<file path="src/rtl/pft_pkg.sv">
package pft_pkg;
  localparam int unsigned NUM_KINDS = 7;

  typedef enum logic [2:0] {
    KIND_VID_INFO = 3'd0,
    KIND_AUD_INFO = 3'd1,
    KIND_SRC_DESC = 3'd2,
    KIND_MPEG_SRC = 3'd3,
    KIND_CP       = 3'd4,
    KIND_TRK1     = 3'd5,
    KIND_TRK2     = 3'd6
  } pkt_kind_e;

  typedef enum logic [1:0] {
    SEL_NONE = 2'd0,
    SEL_SEEN = 2'd1,
    SEL_CHG  = 2'd2
  } rd_sel_e;
endpackage

</file>
<file path="src/rtl/pft_sticky_vec.sv">
module pft_sticky_vec #(
  parameter int unsigned W        = 7,
  parameter bit          SET_WINS = 1'b1
) (
  input  logic         clk_i,
  input  logic         rst_ni,
  input  logic [W-1:0] set_i,
  input  logic         clr_i,
  output logic [W-1:0] vec_o
);
  logic [W-1:0] q;

  for (genvar b = 0; b < int'(W); b++) begin : g_bit
    logic nxt;
    if (SET_WINS) begin : g_set_wins
      // event on the clearing edge must survive
      assign nxt = set_i[b] | (q[b] & ~clr_i);
    end else begin : g_clr_wins
      assign nxt = ~clr_i & (q[b] | set_i[b]);
    end
    always_ff @(posedge clk_i or negedge rst_ni) begin
      if (!rst_ni) q[b] <= 1'b0;
      else         q[b] <= nxt;
    end
  end

  assign vec_o = q;
endmodule

</file>
<file path="src/rtl/pft_addr_decode.sv">
module pft_addr_decode
  import pft_pkg::*;
#(
  parameter int unsigned ADDR_W   = 8,
  parameter int unsigned SEEN_ADR = 16,
  parameter int unsigned WIN_BASE = 128,
  parameter int unsigned WIN_SIZE = 128,
  parameter int unsigned LOW_W    = 3
) (
  input  logic [ADDR_W-1:0] addr_i,
  output rd_sel_e           sel_o
);
  localparam int unsigned WIN_END = WIN_BASE + WIN_SIZE;
  localparam logic [ADDR_W:0] BASE_X  = WIN_BASE[ADDR_W:0];
  localparam logic [ADDR_W:0] END_X   = WIN_END[ADDR_W:0];
  localparam logic [ADDR_W-1:0] SEEN_X = SEEN_ADR[ADDR_W-1:0];

  logic [ADDR_W:0] addr_x;
  logic            in_win;
  logic            low_ones;

  assign addr_x   = {1'b0, addr_i};
  assign in_win   = (addr_x >= BASE_X) && (addr_x < END_X);
  assign low_ones = &addr_i[LOW_W-1:0];

  always_comb begin
    if (addr_i == SEEN_X)        sel_o = SEL_SEEN;
    else if (in_win && low_ones) sel_o = SEL_CHG;
    else                         sel_o = SEL_NONE;
  end
endmodule

</file>
<file path="src/rtl/pft_read_port.sv">
module pft_read_port
  import pft_pkg::*;
#(
  parameter int unsigned N      = 7,
  parameter int unsigned DATA_W = 8
) (
  input  logic              clk_i,
  input  logic              rst_ni,
  input  logic              rd_en_i,
  input  rd_sel_e           sel_i,
  input  logic [N-1:0]      seen_i,
  input  logic [N-1:0]      chg_i,
  output logic [DATA_W-1:0] rd_data_o,
  output logic              rd_valid_o
);
  logic [DATA_W-1:0] data_d;

  always_comb begin
    data_d = '0;
    unique case (sel_i)
      SEL_SEEN: data_d[N-1:0] = seen_i;
      SEL_CHG:  data_d[N-1:0] = chg_i;
      default:  data_d = '0;
    endcase
  end

  always_ff @(posedge clk_i or negedge rst_ni) begin
    if (!rst_ni) begin
      rd_data_o  <= '0;
      rd_valid_o <= 1'b0;
    end else begin
      rd_valid_o <= rd_en_i;
      if (rd_en_i) rd_data_o <= data_d;
    end
  end
endmodule

</file>
<file path="src/rtl/pft_flag_tracker.sv">
module pft_flag_tracker
  import pft_pkg::*;
#(
  parameter int unsigned N_KINDS  = NUM_KINDS,
  parameter int unsigned ADDR_W   = 8,
  parameter int unsigned DATA_W   = 8,
  parameter int unsigned SEEN_ADR = 16,
  parameter int unsigned WIN_BASE = 128,
  parameter int unsigned WIN_SIZE = 128,
  parameter int unsigned LOW_W    = 3
) (
  input  logic              clk_i,
  input  logic              rst_ni,
  input  logic [N_KINDS-1:0] pkt_valid_i,
  input  logic [N_KINDS-1:0] pkt_changed_i,
  input  logic              clk_lost_i,
  input  logic              rd_en_i,
  input  logic [ADDR_W-1:0] rd_addr_i,
  output logic [DATA_W-1:0] rd_data_o,
  output logic              rd_valid_o
);
  rd_sel_e              sel;
  logic [N_KINDS-1:0]   seen_vec;
  logic [N_KINDS-1:0]   chg_vec;
  logic [N_KINDS-1:0]   chg_set;
  logic                 chg_clr;

  assign chg_set = pkt_valid_i & pkt_changed_i;
  assign chg_clr = rd_en_i && (sel == SEL_CHG);

  pft_addr_decode #(
    .ADDR_W(ADDR_W), .SEEN_ADR(SEEN_ADR), .WIN_BASE(WIN_BASE),
    .WIN_SIZE(WIN_SIZE), .LOW_W(LOW_W)
  ) u_dec (
    .addr_i(rd_addr_i),
    .sel_o (sel)
  );

  // loss of clock dominates arrivals
  pft_sticky_vec #(.W(N_KINDS), .SET_WINS(1'b0)) u_seen (
    .clk_i (clk_i),
    .rst_ni(rst_ni),
    .set_i (pkt_valid_i),
    .clr_i (clk_lost_i),
    .vec_o (seen_vec)
  );

  // a change on the clearing edge is kept
  pft_sticky_vec #(.W(N_KINDS), .SET_WINS(1'b1)) u_chg (
    .clk_i (clk_i),
    .rst_ni(rst_ni),
    .set_i (chg_set),
    .clr_i (chg_clr),
    .vec_o (chg_vec)
  );

  pft_read_port #(.N(N_KINDS), .DATA_W(DATA_W)) u_rd (
    .clk_i     (clk_i),
    .rst_ni    (rst_ni),
    .rd_en_i   (rd_en_i),
    .sel_i     (sel),
    .seen_i    (seen_vec),
    .chg_i     (chg_vec),
    .rd_data_o (rd_data_o),
    .rd_valid_o(rd_valid_o)
  );
endmodule

</file>
<file path="config.mk">
export PLATFORM = sky130hd
export DESIGN_NAME = pft_flag_tracker
export DESIGN_NICKNAME = d
export VERILOG_FILES = /design/src/rtl/pft_pkg.sv /design/src/rtl/pft_sticky_vec.sv /design/src/rtl/pft_addr_decode.sv /design/src/rtl/pft_read_port.sv /design/src/rtl/pft_flag_tracker.sv
export SDC_FILE = /design/constraint.sdc
export NUM_CORES = 1
export LEC_CHECK = 0
export BUFFER_PORTS_ARGS = -buffer_cell sky130_fd_sc_hd__clkbuf_2
export CAP_MARGIN = 15
export CORE_MARGIN = 1.5
export CORE_UTILIZATION = 45
export CTS_CLUSTER_DIAMETER = 80
export DETAILED_ROUTE_END_ITERATION = 12
export PLACE_DENSITY = 0.86
export SLEW_MARGIN = 10
export SYNTH_ARGS = -nofsm -noshare
export SYNTH_HDL_FRONTEND = slang
export SYNTH_SLANG_ARGS = --single-unit
export TNS_END_PERCENT = 100
</file>
<file path="constraint.sdc">
create_clock -name clk_i -period 0.9 [get_ports clk_i]
set_input_delay 0.135 -clock clk_i [delete_from_list [all_inputs] [get_ports clk_i]]
set_output_delay 0.135 -clock clk_i [all_outputs]
set_load 0.005 [all_outputs]
</file>
# Yosys cells after proc, flatten, opt, wreduce, memory -nomap -nowiden
# Index checks and enable logic that the tools add are counted.
# totals
regBits	22
input_bits	26
out_inout_bits	9
elab_cells	59
# classes
n_lt_le_gt_ge	2
eq_ne	3
muxes	3
bitwise	31
reduce_logical	4
# op_table
operator	count
AND 1 bit	14
OR 1 bit	14
case mux 7 bit (2 select lines)	1
< comparator 8 x 9 -> 1 bit, second input constant	1
== test 8 x 5 -> 1 bit, second input constant	1
>= comparator 8 bit, second input constant	1
AND 7 bit	1
two-way mux 2 bit	2
logical AND 1 bit	3
AND reduction 3 bit	1
== test 2 x 1 -> 1 bit, second input constant	1
== test 2 bit, second input constant	1
inverter 1 bit	2

# Depth between registers and ports, before layout
# Gate-level depths: netlist of the first run.
# depth
ltp_word	10
depth_mapped	4
depth_no_buf	3

# Cells and area by module
# From an unflattened synthesis of the first run, not the netlist that was laid out.
# hier_totals
hier_cells	79
area_unflattened_um2	1004.7
# by_module_without_submodules
mod	n_inst	cells_per_inst	area_per_inst_um2	seq_area_each_um2
pft_read_port	1	38	446.7	200.2
pft_sticky_vec (u_seen)	1	14	245.2	175.2
pft_sticky_vec (u_chg)	1	15	231.5	175.2
pft_flag_tracker	1	8	52.6	0.0
pft_addr_decode	1	4	28.8	0.0

# Worst setup path after synthesis of the first run
# Ideal clock, no wire load.
# synth_path
path_kind	register -> register
start	register u_rd.rd_data_o[1] (netlist name)
end	register u_rd.rd_data_o[1]
setup_ns	0.126
arrival_time_ns	0.697
required_time_ns	0.774
setup_slack_ns	0.078
path_stages_with_launch	4
path_buffers	0
period_less_slack_ns	0.822
cell_sequence	dfrtp_1 > and2b_1 > a31oi_1 > o21ai_1
# synth_rtl
item	line_no	rtl
end signal: assignment	pft_read_port.sv:33	if (rd_en_i) rd_data_o <= data_d;
end: declaration	pft_read_port.sv:13	output logic [DATA_W-1:0] rd_data_o,

# Worst setup path after layout of the first run
# layout_path
start	register u_rd.rd_data_o[0]
end	output rd_data_o[0]
# layout_rtl
item	line_no	rtl
end: declaration	pft_flag_tracker.sv:19	output logic [DATA_W-1:0] rd_data_o,
# No word-level cell between the ends.

==> metrics.txt, run 1 <==
# TYPE chip_impl_metric gauge
chip_impl_metric{name="synth_fp_nets",unit=""} 107
chip_impl_metric{name="cts_repair_resize_count",unit=""} 0
chip_impl_metric{name="grt_first_pass_wirelength",unit="um"} 2725
chip_impl_metric{name="layout_min_cycle_time",unit="ps"} 948.1
chip_impl_metric{name="synth_sequential_area_ratio",unit="%"} 61.37
chip_impl_metric{name="p_leak",unit="nW"} 0.5915
chip_impl_metric{name="synthesis.instances",unit=""} 81
chip_impl_metric{name="critPathBufInv",unit=""} 1
chip_impl_info{name="worst_r2r_startpoint",value="u_rd.rd_data_o[2]"} 1
chip_impl_metric{name="drt_first_iter_violations",unit=""} 12
chip_impl_metric{name="worst_slack",unit="ps"} -48.12
chip_impl_metric{name="syn_avg_cell_area",unit="um^2"} 11.08
chip_impl_metric{name="grt_max_degree",unit=""} 23
chip_impl_metric{name="max-vdd-ir-drop",unit="uV"} 1043
chip_impl_metric{name="placement.io_buffers",unit=""} 33
chip_impl_info{name="crit_family",value="flip-flops"} 1
chip_impl_metric{name="area_delta_synth_final",unit="%"} 28.31
chip_impl_info{name="critical_path.startpoint_type",value="register"} 1
chip_impl_metric{name="dp.cells",unit=""} 139
chip_impl_metric{name="clock_sinks",unit=""} 22
chip_impl_metric{name="design_power_total",unit="mW"} 1.810
chip_impl_metric{name="drtAntennaViolNets",unit=""} 0
chip_impl_info{name="timing.setup.critical_path_class",value="register to output pin"} 1
chip_impl_metric{name="ctsLongestPathBuffers",unit=""} 2
chip_impl_metric{name="start_util",unit="%"} 49.79
chip_impl_metric{name="gp_congestion",unit=""} 0.7712
chip_impl_metric{name="timing_max_transition_violations_final",unit=""} 0
chip_impl_info{name="cts_tree",value="yes"} 1
chip_impl_info{name="path_cells",value="clkbuf_2"} 1
chip_impl_metric{name="critPathArrivalTime",unit="ps"} 810
chip_impl_metric{name="clock_slew_at_reported_path_ffs",unit="ps"} 120
chip_impl_metric{name="worst_pin_slew",unit="ps"} 529.5
chip_impl_metric{name="post-dp-hpwl",unit="um"} 1300
chip_impl_metric{name="die_w",unit="um"} 47.65
chip_impl_metric{name="critPathRequiredTime",unit="ps"} 760
chip_impl_metric{name="grt_use_total",unit="%"} 18.61
chip_impl_info{name="hold-path-endpoint",value="u_chg.vec_o[4]"} 1
chip_impl_metric{name="timing.final.crit_share",unit="%"} 105.3
chip_impl_metric{name="drv.max_cap_violation_count",unit=""} 0
chip_impl_info{name="terminus_of_the_critical_flop_to_flop_path",value="u_rd.rd_data_o[2]"} 1
chip_impl_metric{name="count_of_unique_library_cells_instantiated_by_yosys",unit=""} 16
chip_impl_metric{name="dr.pass1.iters",unit=""} 4
chip_impl_metric{name="route.vias.total",unit=""} 716
chip_impl_info{name="clock_tree_root_driver_cell",value="sky130_fd_sc_hd__clkbuf_4"} 1
chip_impl_metric{name="post_route_cells_drive_above_1_share",unit="%"} 36.13
chip_impl_metric{name="std_cell_rows",unit=""} 15
chip_impl_metric{name="p_per_area",unit="mW/mm^2"} 1572
chip_impl_metric{name="timing.final.hold_violations",unit=""} 0
chip_impl_metric{name="avgRoutedWirePerCell",unit="um"} 12.24
chip_impl_metric{name="fin_worst_skew",unit="ps"} 5.748
chip_impl_metric{name="maxClockFrequency",unit="GHz"} 1.055
chip_impl_metric{name="dpl_worst_slack",unit="ps"} -98.71
chip_impl_metric{name="design.die.area",unit="mm^2"} 0.002271
chip_impl_metric{name="yosysWarningCount",unit=""} 0
chip_impl_metric{name="antenna_cells",unit=""} 0
chip_impl_metric{name="drc",unit=""} 0
chip_impl_metric{name="tns",unit="ps"} -298.2
chip_impl_metric{name="fin_area",unit="mm^2"} 0.001151
chip_impl_info{name="min_from",value="pkt_changed_i[4]"} 1
chip_impl_metric{name="postPlaceCellArea",unit="mm^2"} 0.001105
chip_impl_metric{name="hold-path-cell-count",unit=""} 2
chip_impl_info{name="failed_checks",value="setup timing"} 1
chip_impl_metric{name="detail_route.wirelength",unit="um"} 1762
chip_impl_metric{name="insertion_delay",unit="ps"} 310
chip_impl_metric{name="core_area",unit="mm^2"} 0.001802
chip_impl_metric{name="h_tree_levels",unit=""} 1
chip_impl_metric{name="numCtsBuffers",unit=""} 3
chip_impl_metric{name="rr_worst_depth",unit=""} 3
chip_impl_info{name="rsz0062_at_grt",value="true"} 1
chip_impl_metric{name="normalized_max_slew_margin",unit="%"} 64.70
chip_impl_metric{name="final_cells",unit=""} 144
chip_impl_info{name="timing.hold.worst.class",value="input pin to register"} 1
chip_impl_metric{name="first_global_vias",unit=""} 669
chip_impl_metric{name="vias_per_cell",unit=""} 4.972
chip_impl_metric{name="reg2reg_slack",unit="ps"} 40
chip_impl_info{name="critical_path.slowest_cell",value="sky130_fd_sc_hd__dfrtp_1"} 1
chip_impl_metric{name="synth.cell_area",unit="um^2"} 897.1
chip_impl_metric{name="io_pins",unit=""} 35
chip_impl_info{name="outcome",value="complete, but fails checks"} 1
chip_impl_metric{name="grt.overflow.total",unit=""} 0
chip_impl_info{name="capturing_element_type_of_the_critical_path",value="output pin"} 1
chip_impl_metric{name="peak_fanout_along_the_critical_path",unit=""} 2
chip_impl_metric{name="number_of_antenna_violations_at_the_first_check_in_global_routing",unit=""} 0
chip_impl_metric{name="nets",unit=""} 146
chip_impl_metric{name="slowest_delay",unit="ps"} 400
chip_impl_metric{name="die-height",unit="um"} 47.65
chip_impl_metric{name="setup_violations",unit=""} 8
chip_impl_metric{name="postSynthRegisterBits",unit=""} 22
metal layers:
layer	routed length (um)	track usage, %
met3	103	6.415
met5	0	0
met1	795	20.59
met4	49	9.730
met2	813	31.62
layout by cell type, fill, tap and decap left out, types with 3 or more instances in the layout:
cell                        n
sky130_fd_sc_hd__clkbuf_4   3
sky130_fd_sc_hd__clkbuf_2  33
sky130_fd_sc_hd__and2b_1    3
sky130_fd_sc_hd__buf_4      3
sky130_fd_sc_hd__a31oi_1    7
sky130_fd_sc_hd__nor2b_1    4
sky130_fd_sc_hd__dfrtp_1   22
sky130_fd_sc_hd__a22o_1     7
sky130_fd_sc_hd__o21ai_1    7
sky130_fd_sc_hd__nand2_1    8
sky130_fd_sc_hd__nor2_1    14
logic make-up after synthesis:
kind of cell,after synthesis,synth area share [%]
flops,22,61.37
simple gates,33,19.11
buf+inv,4,3.486
compound gates,21,15.62
other cells,1,0.4180
worst max path at each step:
stage / slack, ps / from / cells past startpoint / to
floorplan: 80 / u_rd.rd_data_o[1] / 3 / u_rd.rd_data_o[1]
global placement: -70 / rd_addr_i[2] / 5 / u_rd.rd_data_o[6]
detailed placement: -100 / rd_addr_i[2] / 5 / u_rd.rd_data_o[4]
CTS: -60 / u_rd.rd_data_o[0] / 1 / rd_data_o[0]
global route: -100 / u_rd.rd_data_o[5] / 1 / rd_data_o[5]
finish: -50 / u_rd.rd_data_o[0] / 1 / rd_data_o[0]
state kept, by name, summed over array words and instances, names as in the netlist:
name,count
u_chg.vec_o,7
u_seen.vec_o,7
u_rd.rd_valid_o,1
u_rd.rd_data_o,7
repair_timing:
action	4_1_cts	5_1_grt
setup endpoints to repair	8	12
endpoints found under the hold margin	22	0
buffers inserted	0	0
hold buffers	1	0
metrics by stage:
stage / hold WS [ps] / util [%]
after floorplan: -160.6 / -
after global placement: 118.9 / 61.32
after detailed placement: 135.3 / 61.32
after CTS: 37.38 / 63.89
after global routing: 25.62 / 63.89
final: 46.27 / 63.89
Yosys cell counts (all sizes together):
master,count,share of area [%]
nor2,14,5.9
and4,1,0.98
buf,4,3.5
and2b,3,2.5
a22o,7,6.8
nor4,1,0.70
a31oi,7,4.9
nor2b,4,2.8
conb,1,0.42
nor4b,1,1.7
dfrtp,22,61
o21ai,7,3.9
nand2,9,4.6
final cells by class:
type                    count  area [um^2]
fillers                   153        650.6
well taps                  25        31.28
multi-input cells          55        315.3
repair buffers             38        217.7
clock buffers               4        36.28
flip-flops and latches     22        550.5
power by group:
part | internal (mW) | switching (mW)
combinational | 0.107 | 0.101
clock | 0.247 | 0.283
sequential | 1.04 | 0.0286
total | 1.40 | 0.413
Note: power is estimated with default switching activity, not from simulation.
==> run 2, diff against run 1 <==
--- a/config.mk
+++ b/config.mk
@@ -5,13 +5,14 @@
 export SDC_FILE = /design/constraint.sdc
 export NUM_CORES = 1
 export LEC_CHECK = 0
+export ABC_AREA = 1
 export BUFFER_PORTS_ARGS = -buffer_cell sky130_fd_sc_hd__clkbuf_2
 export CAP_MARGIN = 15
 export CORE_MARGIN = 1.5
 export CORE_UTILIZATION = 45
 export CTS_CLUSTER_DIAMETER = 80
 export DETAILED_ROUTE_END_ITERATION = 12
-export PLACE_DENSITY = 0.86
+export PLACE_DENSITY = 0.84
 export SLEW_MARGIN = 10
 export SYNTH_ARGS = -nofsm -noshare
 export SYNTH_HDL_FRONTEND = slang
==> metrics.txt, run 2 <==
# TYPE chip_impl_metric gauge
chip_impl_metric{name="xor_xnor_portion_of_the_synthesized_cell_area",unit="%"} 0
chip_impl_metric{name="clock_sinks",unit=""} 22
chip_impl_metric{name="post-dp-hpwl",unit="um"} 1646
chip_impl_metric{name="ctsLongestPathBuffers",unit=""} 2
chip_impl_metric{name="final_cells",unit=""} 191
chip_impl_info{name="critical_path.slowest_cell",value="sky130_fd_sc_hd__dfrtp_1"} 1
chip_impl_metric{name="vias_per_cell",unit=""} 4.890
chip_impl_metric{name="avgRoutedWirePerCell",unit="um"} 11.18
chip_impl_metric{name="gp_congestion",unit=""} 0.7928
chip_impl_metric{name="antenna_cells",unit=""} 0
chip_impl_metric{name="layout_min_cycle_time",unit="ps"} 964.5
chip_impl_metric{name="route.met3.wl",unit="um"} 98
chip_impl_metric{name="h_tree_levels",unit=""} 1
chip_impl_metric{name="design.die.area",unit="mm^2"} 0.002573
chip_impl_info{name="timing.hold.worst.class",value="input pin to register"} 1
chip_impl_metric{name="drc",unit=""} 0
chip_impl_metric{name="clock_network_fraction_of_design_power",unit="%"} 28.8
chip_impl_metric{name="core_area",unit="mm^2"} 0.002191
chip_impl_metric{name="internal-power",unit="mW"} 1.399
chip_impl_metric{name="critPathArrivalTime",unit="ps"} 830
chip_impl_metric{name="m1WireLength",unit="um"} 931
chip_impl_metric{name="numCtsBuffers",unit=""} 3
chip_impl_metric{name="dpl_worst_slack",unit="ps"} 32.56
chip_impl_metric{name="synth_area_in_simple_gates",unit="%"} 33.21
chip_impl_metric{name="area_delta_synth_final",unit="%"} 26.25
chip_impl_metric{name="yosysWarningCount",unit=""} 0
chip_impl_metric{name="met2RoutedLength",unit="um"} 1063
chip_impl_metric{name="number_of_antenna_violations_at_the_first_check_in_global_routing",unit=""} 0
chip_impl_metric{name="post_route_cells_drive_above_1_share",unit="%"} 30.67
chip_impl_info{name="timing.setup.critical_path_class",value="register to output pin"} 1
chip_impl_metric{name="setup_violations",unit=""} 8
chip_impl_metric{name="dp.cells",unit=""} 180
chip_impl_metric{name="worst_slack",unit="ps"} -64.49
chip_impl_metric{name="p_switching",unit="uW"} 468.0
chip_impl_info{name="capturing_element_type_of_the_critical_path",value="output pin"} 1
chip_impl_metric{name="insertion_delay",unit="ps"} 310
chip_impl_metric{name="synthesis.instances",unit=""} 122
chip_impl_info{name="largest_area_contributor_in_the_netlist",value="sky130_fd_sc_hd__dfrtp_1"} 1
chip_impl_metric{name="synthAdderAreaFrac",unit="%"} 0
chip_impl_metric{name="fin_area",unit="mm^2"} 0.001294
chip_impl_info{name="ys.flop_type",value="sky130_fd_sc_hd__dfrtp_1"} 1
chip_impl_metric{name="start_util",unit="%"} 46.77
chip_impl_metric{name="combinational_group_share_of_total_power",unit="%"} 13.8
chip_impl_info{name="dominant_combinational_cell_family_by_area_after_synthesis",value="simple AND/OR/NAND/NOR gates"} 1
chip_impl_metric{name="std_cell_rows",unit=""} 17
chip_impl_metric{name="route.vias.total",unit=""} 934
chip_impl_metric{name="design_power_total",unit="mW"} 1.867
chip_impl_metric{name="fin_worst_skew",unit="ps"} 0.8717
chip_impl_info{name="crit_family",value="flip-flops"} 1
chip_impl_metric{name="max-vdd-ir-drop",unit="uV"} 1359
chip_impl_metric{name="die_w",unit="um"} 50.72
chip_impl_info{name="netlist_top_cells_area",value="sky130_fd_sc_hd__dfrtp_1 54%, sky130_fd_sc_hd__nand2_1 12%, sky130_fd_sc_hd__nand3_1 10%, sky130_fd_sc_hd__inv_1 5.5%, sky130_fd_sc_hd__nor2_1 5.1%"} 1
chip_impl_metric{name="reg2reg_slack",unit="ps"} 40
chip_impl_metric{name="timing.final.crit_share",unit="%"} 107.2
chip_impl_info{name="path_cells",value="clkbuf_2"} 1
chip_impl_metric{name="worst_pin_slew",unit="ps"} 533.7
chip_impl_metric{name="synth_sequential_area_ratio",unit="%"} 53.72
chip_impl_metric{name="drv.max_cap_violation_count",unit=""} 0
chip_impl_metric{name="synth-compound-area-share",unit="%"} 3.419
chip_impl_info{name="outcome",value="complete, but fails checks"} 1
chip_impl_metric{name="detail_route.wirelength",unit="um"} 2136
chip_impl_metric{name="drtAntennaViolNets",unit=""} 0
chip_impl_metric{name="postSynthRegisterBits",unit=""} 22
chip_impl_metric{name="syn_avg_cell_area",unit="um^2"} 8.399
chip_impl_metric{name="tns",unit="ps"} -405.3
chip_impl_metric{name="timing_max_transition_violations_final",unit=""} 0
chip_impl_metric{name="nets",unit=""} 190
chip_impl_metric{name="grt_max_degree",unit=""} 23
chip_impl_info{name="failed_checks",value="setup timing"} 1
chip_impl_metric{name="swShare",unit="%"} 25.07
chip_impl_metric{name="drt_first_iter_violations",unit=""} 15
chip_impl_metric{name="muxShareOfSynthArea",unit="%"} 0
chip_impl_metric{name="grt_first_pass_wirelength",unit="um"} 3581
chip_impl_metric{name="filler_cell_count",unit=""} 228
chip_impl_metric{name="async_flop_share",unit="%"} 100.0
chip_impl_metric{name="normalized_max_slew_margin",unit="%"} 64.42
chip_impl_metric{name="area_share_of_the_leading_cell_type_in_the_synthesized_netlist",unit="%"} 53.72
chip_impl_metric{name="placement.io_buffers",unit=""} 33
chip_impl_metric{name="synth_fp_nets",unit=""} 148
chip_impl_metric{name="synth.cell_area",unit="mm^2"} 0.001025
chip_impl_metric{name="critPathBufInv",unit=""} 1
chip_impl_metric{name="pwr-share-seq",unit="%"} 57.4
chip_impl_info{name="rsz0062_at_grt",value="true"} 1
chip_impl_metric{name="slowest_delay",unit="ps"} 400
chip_impl_info{name="synth.most_common_cell",value="sky130_fd_sc_hd__nand2_1"} 1
chip_impl_metric{name="maxClockFrequency",unit="GHz"} 1.037
chip_impl_metric{name="io_pins",unit=""} 35
chip_impl_metric{name="synth_edf_count",unit=""} 0
chip_impl_metric{name="dr.pass1.iters",unit=""} 4
chip_impl_info{name="critical_path.startpoint_type",value="register"} 1
chip_impl_metric{name="critPathRequiredTime",unit="ps"} 760
chip_impl_info{name="cts_tree",value="yes"} 1
chip_impl_metric{name="grt.overflow.total",unit=""} 0
chip_impl_info{name="top_signal_layer_used",value="met4"} 1
chip_impl_metric{name="clock_slew_at_reported_path_ffs",unit="ps"} 120
chip_impl_metric{name="p_leak",unit="nW"} 0.7404
chip_impl_info{name="clock_tree_root_driver_cell",value="sky130_fd_sc_hd__clkbuf_4"} 1
chip_impl_metric{name="p_per_area",unit="mW/mm^2"} 1443
chip_impl_info{name="ys_top_cells_by_count",value="34 x sky130_fd_sc_hd__nand2_1, 22 x sky130_fd_sc_hd__dfrtp_1, 21 x sky130_fd_sc_hd__nand3_1"} 1
chip_impl_metric{name="timing.final.hold_violations",unit=""} 0
chip_impl_metric{name="peak_fanout_along_the_critical_path",unit=""} 2
chip_impl_metric{name="postPlaceCellArea",unit="mm^2"} 0.001195
chip_impl_metric{name="count_of_unique_library_cells_instantiated_by_yosys",unit=""} 13
chip_impl_info{name="commonest_cells_after_routing_fill_and_taps_aside",value="33 x sky130_fd_sc_hd__nand2_1, 33 x sky130_fd_sc_hd__clkbuf_2, 22 x sky130_fd_sc_hd__dfrtp_1"} 1
chip_impl_metric{name="first_global_vias",unit=""} 871
chip_impl_metric{name="grt_use_total",unit="%"} 18.78
chip_impl_metric{name="die-height",unit="um"} 50.72
[run 2: layer usage]
metal | GRT usage [%] | vias up
li1 | - | 467
met1 | 23.88 | 435
met2 | 31.58 | 27
met3 | 2.083 | 5
met4 | 9.459 | 0
met5 | 0 | -
[run 2: through the flow]
| stage | hold WS [ps] | utilization (%) |
|---|---|---|
| 4_1_cts | 15.80 | 58.02 |
| 3_5_place_dp | 133.3 | 54.54 |
| 3_3_place_gp | 123.5 | 54.54 |
| 6_report | 14.84 | 59.05 |
| 5_1_grt | 24.67 | 59.05 |
| 2_1_floorplan | -160.6 | - |
[run 2: what timing repair did]
| item | CTS | global route |
|---|---|---|
| endpoints found under the setup margin | 8 | 8 |
| resized for setup | 0 | 2 |
| hold buffers | 1 | 0 |
| setup buffers | 4 | 2 |
| hold endpoints to repair | 22 | 0 |
| pin swaps | 0 | 1 |
[run 2: path summary, 6_finish.rpt]
check,end,start,cells past startpoint
setup / recovery,rd_data_o[2],u_rd.rd_data_o[2],1
hold / removal,u_chg.vec_o[3],pkt_changed_i[3],3
setup reg to reg,u_rd.rd_data_o[5],u_rd.rd_data_o[5],4
hold reg to reg,u_chg.vec_o[1],u_chg.vec_o[1],2
max in group asynchronous,u_seen.vec_o[5],rst_ni,2
min in group asynchronous,u_rd.rd_data_o[2],rst_ni,2
[run 2: kinds of logic after synthesis]
group / Yosys count
flip-flops: 22
AND/OR/NAND/NOR: 73
other: 1
buffers and inverters: 19
AO/OA/AOI/OAI: 7
[run 2: area by class of cell]
| type | count | area, um^2 | area share (%) |
|---|---|---|---|
| Multi-Input combinational cell | 81 | 386.6 | 29.88 |
| Tap cell | 28 | 35.03 | 2.708 |
| Sequential cell | 22 | 550.5 | 42.55 |
| Inverter | 16 | 65.06 | 5.029 |
| Clock buffer | 4 | 36.28 | 2.805 |
| Timing Repair Buffer | 40 | 220.2 | 17.02 |
[run 2: power by group through the flow]
stage / Sequential, mW / Combinational [mW] / Clock (mW)
after CTS: 1.07 / 0.255 / 0.551
after global placement: 1.09 / 0.231 / 0
after detailed placement: 1.09 / 0.239 / 0
final: 1.07 / 0.257 / 0.538
after global routing: 1.08 / 0.294 / 0.588
after floorplan: 1.09 / 0.129 / 0
==> run 3, diff against run 2 <==
--- a/config.mk
+++ b/config.mk
@@ -9,7 +9,7 @@
 export BUFFER_PORTS_ARGS = -buffer_cell sky130_fd_sc_hd__clkbuf_2
 export CAP_MARGIN = 15
 export CORE_MARGIN = 1.5
-export CORE_UTILIZATION = 45
+export CORE_UTILIZATION = 43
 export CTS_CLUSTER_DIAMETER = 80
 export DETAILED_ROUTE_END_ITERATION = 12
 export PLACE_DENSITY = 0.84
==> constraint.sdc (replaced) <==
create_clock -name clk_i -period 0.8 [get_ports clk_i]
set_input_delay 0.12 -clock clk_i [delete_from_list [all_inputs] [get_ports clk_i]]
set_output_delay 0.12 -clock clk_i [all_outputs]
set_load 0.005 [all_outputs]
==> metrics.txt, run 3 (synthesis gave the netlist of run 2 again) <==
# TYPE chip_impl_metric gauge
chip_impl_info{name="timing.hold.worst.class",value="input pin to register"} 1
chip_impl_metric{name="rr_worst_depth",unit=""} 4
chip_impl_info{name="outcome",value="complete, but fails checks"} 1
chip_impl_metric{name="antenna_cells",unit=""} 0
chip_impl_metric{name="vias_per_cell",unit=""} 4.804
chip_impl_metric{name="gp_congestion",unit=""} 0.6888
chip_impl_metric{name="setup_violations",unit=""} 8
chip_impl_metric{name="start_util",unit="%"} 45.88
chip_impl_metric{name="worst_slack",unit="ps"} -161.7
chip_impl_metric{name="drt_first_iter_violations",unit=""} 25
chip_impl_metric{name="drv.max_cap_violation_count",unit=""} 0
chip_impl_metric{name="clock_slew_at_reported_path_ffs",unit="ps"} 110
chip_impl_metric{name="post-dp-hpwl",unit="um"} 1696
chip_impl_metric{name="die-height",unit="um"} 51.82
chip_impl_metric{name="combinational_group_share_of_total_power",unit="%"} 14.9
chip_impl_metric{name="placement.io_buffers",unit=""} 33
chip_impl_metric{name="timing.final.crit_share",unit="%"} 120.2
chip_impl_metric{name="grt_max_degree",unit=""} 23
chip_impl_metric{name="first_global_vias",unit=""} 923
chip_impl_metric{name="maxClockFrequency",unit="GHz"} 1.040
chip_impl_info{name="failed_checks",value="setup timing"} 1
chip_impl_metric{name="dr.pass1.iters",unit=""} 4
chip_impl_info{name="terminus_of_the_critical_flop_to_flop_path",value="u_rd.rd_data_o[0]"} 1
chip_impl_metric{name="grt_first_pass_wirelength",unit="um"} 3732
chip_impl_metric{name="layout_min_cycle_time",unit="ps"} 961.7
chip_impl_metric{name="area_delta_synth_final",unit="%"} 25.52
chip_impl_info{name="path_cells",value="clkbuf_2"} 1
chip_impl_metric{name="clock_network_fraction_of_design_power",unit="%"} 24.2
chip_impl_info{name="rsz0062_at_grt",value="true"} 1
chip_impl_metric{name="hold-path-cell-count",unit=""} 3
chip_impl_metric{name="clock_sinks",unit=""} 22
chip_impl_metric{name="ctsLongestPathBuffers",unit=""} 2
chip_impl_metric{name="avgRoutedWirePerCell",unit="um"} 11.79
chip_impl_metric{name="h_tree_levels",unit=""} 1
chip_impl_metric{name="reg2reg_slack",unit="ps"} 40
chip_impl_metric{name="io_pins",unit=""} 35
chip_impl_metric{name="timing_max_transition_violations_final",unit=""} 0
chip_impl_metric{name="grt.overflow.total",unit=""} 0
chip_impl_metric{name="fin_area",unit="mm^2"} 0.001286
chip_impl_metric{name="critPathRequiredTime",unit="ps"} 680
chip_impl_metric{name="p_leak",unit="nW"} 0.7281
chip_impl_metric{name="max-vdd-ir-drop",unit="uV"} 1346
chip_impl_metric{name="filler_cell_count",unit=""} 215
chip_impl_info{name="critical_path.startpoint_type",value="register"} 1
chip_impl_metric{name="post_route_cells_drive_above_1_share",unit="%"} 31.06
chip_impl_metric{name="timing.final.hold_violations",unit=""} 0
chip_impl_metric{name="drc",unit=""} 0
chip_impl_info{name="crit_family",value="flip-flops"} 1
chip_impl_metric{name="numCtsBuffers",unit=""} 3
chip_impl_metric{name="pwr-share-seq",unit="%"} 60.9
chip_impl_metric{name="final_core_util",unit="%"} 57.59
chip_impl_metric{name="peak_fanout_along_the_critical_path",unit=""} 2
chip_impl_metric{name="design.die.area",unit="mm^2"} 0.002685
chip_impl_metric{name="p_per_area",unit="mW/mm^2"} 1538
chip_impl_info{name="cts_tree",value="yes"} 1
chip_impl_info{name="min_from",value="pkt_changed_i[6]"} 1
chip_impl_metric{name="std_cell_rows",unit=""} 17
chip_impl_metric{name="die_w",unit="um"} 51.82
chip_impl_info{name="worst_r2r_startpoint",value="u_seen.vec_o[0]"} 1
chip_impl_metric{name="postPlaceCellArea",unit="mm^2"} 0.001202
chip_impl_metric{name="hold-worst-slack",unit="ps"} 13.96
chip_impl_info{name="critical_path.slowest_cell",value="sky130_fd_sc_hd__dfrtp_1"} 1
chip_impl_metric{name="detail_route.wirelength",unit="um"} 2229
chip_impl_metric{name="slowest_delay",unit="ps"} 420
chip_impl_info{name="timing.setup.critical_path_class",value="register to output pin"} 1
chip_impl_metric{name="insertion_delay",unit="ps"} 300
chip_impl_metric{name="critPathArrivalTime",unit="ps"} 840
chip_impl_metric{name="fin_worst_skew",unit="ps"} 4.356
chip_impl_info{name="hold-path-endpoint",value="u_chg.vec_o[6]"} 1
chip_impl_metric{name="swShare",unit="%"} 25.66
chip_impl_metric{name="route.vias.total",unit=""} 908
chip_impl_metric{name="drtAntennaViolNets",unit=""} 0
chip_impl_metric{name="critPathBufInv",unit=""} 1
chip_impl_metric{name="internal-power",unit="mW"} 1.471
chip_impl_info{name="commonest_cells_after_routing_fill_and_taps_aside",value="33 x sky130_fd_sc_hd__nand2_1, 33 x sky130_fd_sc_hd__clkbuf_2, 22 x sky130_fd_sc_hd__dfrtp_1"} 1
chip_impl_metric{name="number_of_antenna_violations_at_the_first_check_in_global_routing",unit=""} 0
chip_impl_metric{name="grt_use_total",unit="%"} 18.77
chip_impl_metric{name="nets",unit=""} 189
chip_impl_info{name="clock_tree_root_driver_cell",value="sky130_fd_sc_hd__clkbuf_4"} 1
chip_impl_metric{name="core_area",unit="mm^2"} 0.002233
chip_impl_metric{name="p_switching",unit="uW"} 507.8
chip_impl_info{name="capturing_element_type_of_the_critical_path",value="output pin"} 1
==> run 3: cell types whose count changed in the layout (fill, tap and decap cells not counted) <==
cell                       before  now
sky130_fd_sc_hd__buf_4          6    4
sky130_fd_sc_hd__buf_6          0    1
sky130_fd_sc_hd__clkbuf_8       1    0
sky130_fd_sc_hd__nand3_1       20   18
sky130_fd_sc_hd__nand3_2        1    3
==> run 3: timing repair <==
item / 4_1_cts / 5_1_grt
hold buffers: 1 / 0
setup endpoints to repair: 8 / 10
buffers inserted: 4 / 1
endpoints found under the hold margin: 22 / 0
gates resized for setup: 0 / 5
pin swaps: 0 / 1
==> run 3: stage by stage <==
stage | power, mW | setup WS, ps | TNS [ps] | instances
floorplan | 1.366 | 114.4 | 0 | 122
global placement | 1.489 | -34.90 | -203.6 | 181
detailed placement | 1.503 | -67.79 | -509.4 | 181
CTS | 1.995 | -168.4 | -1072 | 189
global route | 2.084 | -193.1 | -1342 | 189
finish | 1.979 | -161.7 | -1002 | 189
==> run 3: worst max path at each step <==
stage / from / end / slack (ps) / cells after the start
detailed placement: rd_en_i / u_rd.rd_data_o[0] / -70 / 5
finish: u_rd.rd_data_o[6] / rd_data_o[6] / -160 / 1
CTS: u_rd.rd_data_o[6] / rd_data_o[6] / -170 / 1
global placement: rd_en_i / u_rd.rd_data_o[1] / -30 / 5
global route: u_rd.rd_data_o[6] / rd_data_o[6] / -190 / 1
floorplan: rd_en_i / u_chg.vec_o[0] / 110 / 5
==> run 3: per-layer routing <==
metal	vias to the layer above	track usage, %	share of wire [%]
met5	-	0	0
met4	0	7.895	0.49
met3	2	2.011	4.2
met2	30	32.91	52
met1	420	23.48	44
li1	456	-	-
==> run 3: area by class of cell <==
type                            instances  area, um^2  share of cell area [%]
Sequential cell                        22       550.5                   42.80
Multi-Input combinational cell         81       396.6                   30.84
Timing Repair Buffer                   39       216.5                   16.83
Inverter                               16       65.06                   5.058
Tap cell                               28       35.03                   2.724
Clock buffer                            3       22.52                   1.751
==> run 3: power by group through the flow <==
stage	logic, mW	registers (mW)	clock network [mW]
after detailed placement	0.276	1.23	0
after global routing	0.337	1.21	0.535
after floorplan	0.145	1.22	0
after CTS	0.292	1.20	0.498
final	0.294	1.21	0.479
after global placement	0.264	1.23	0
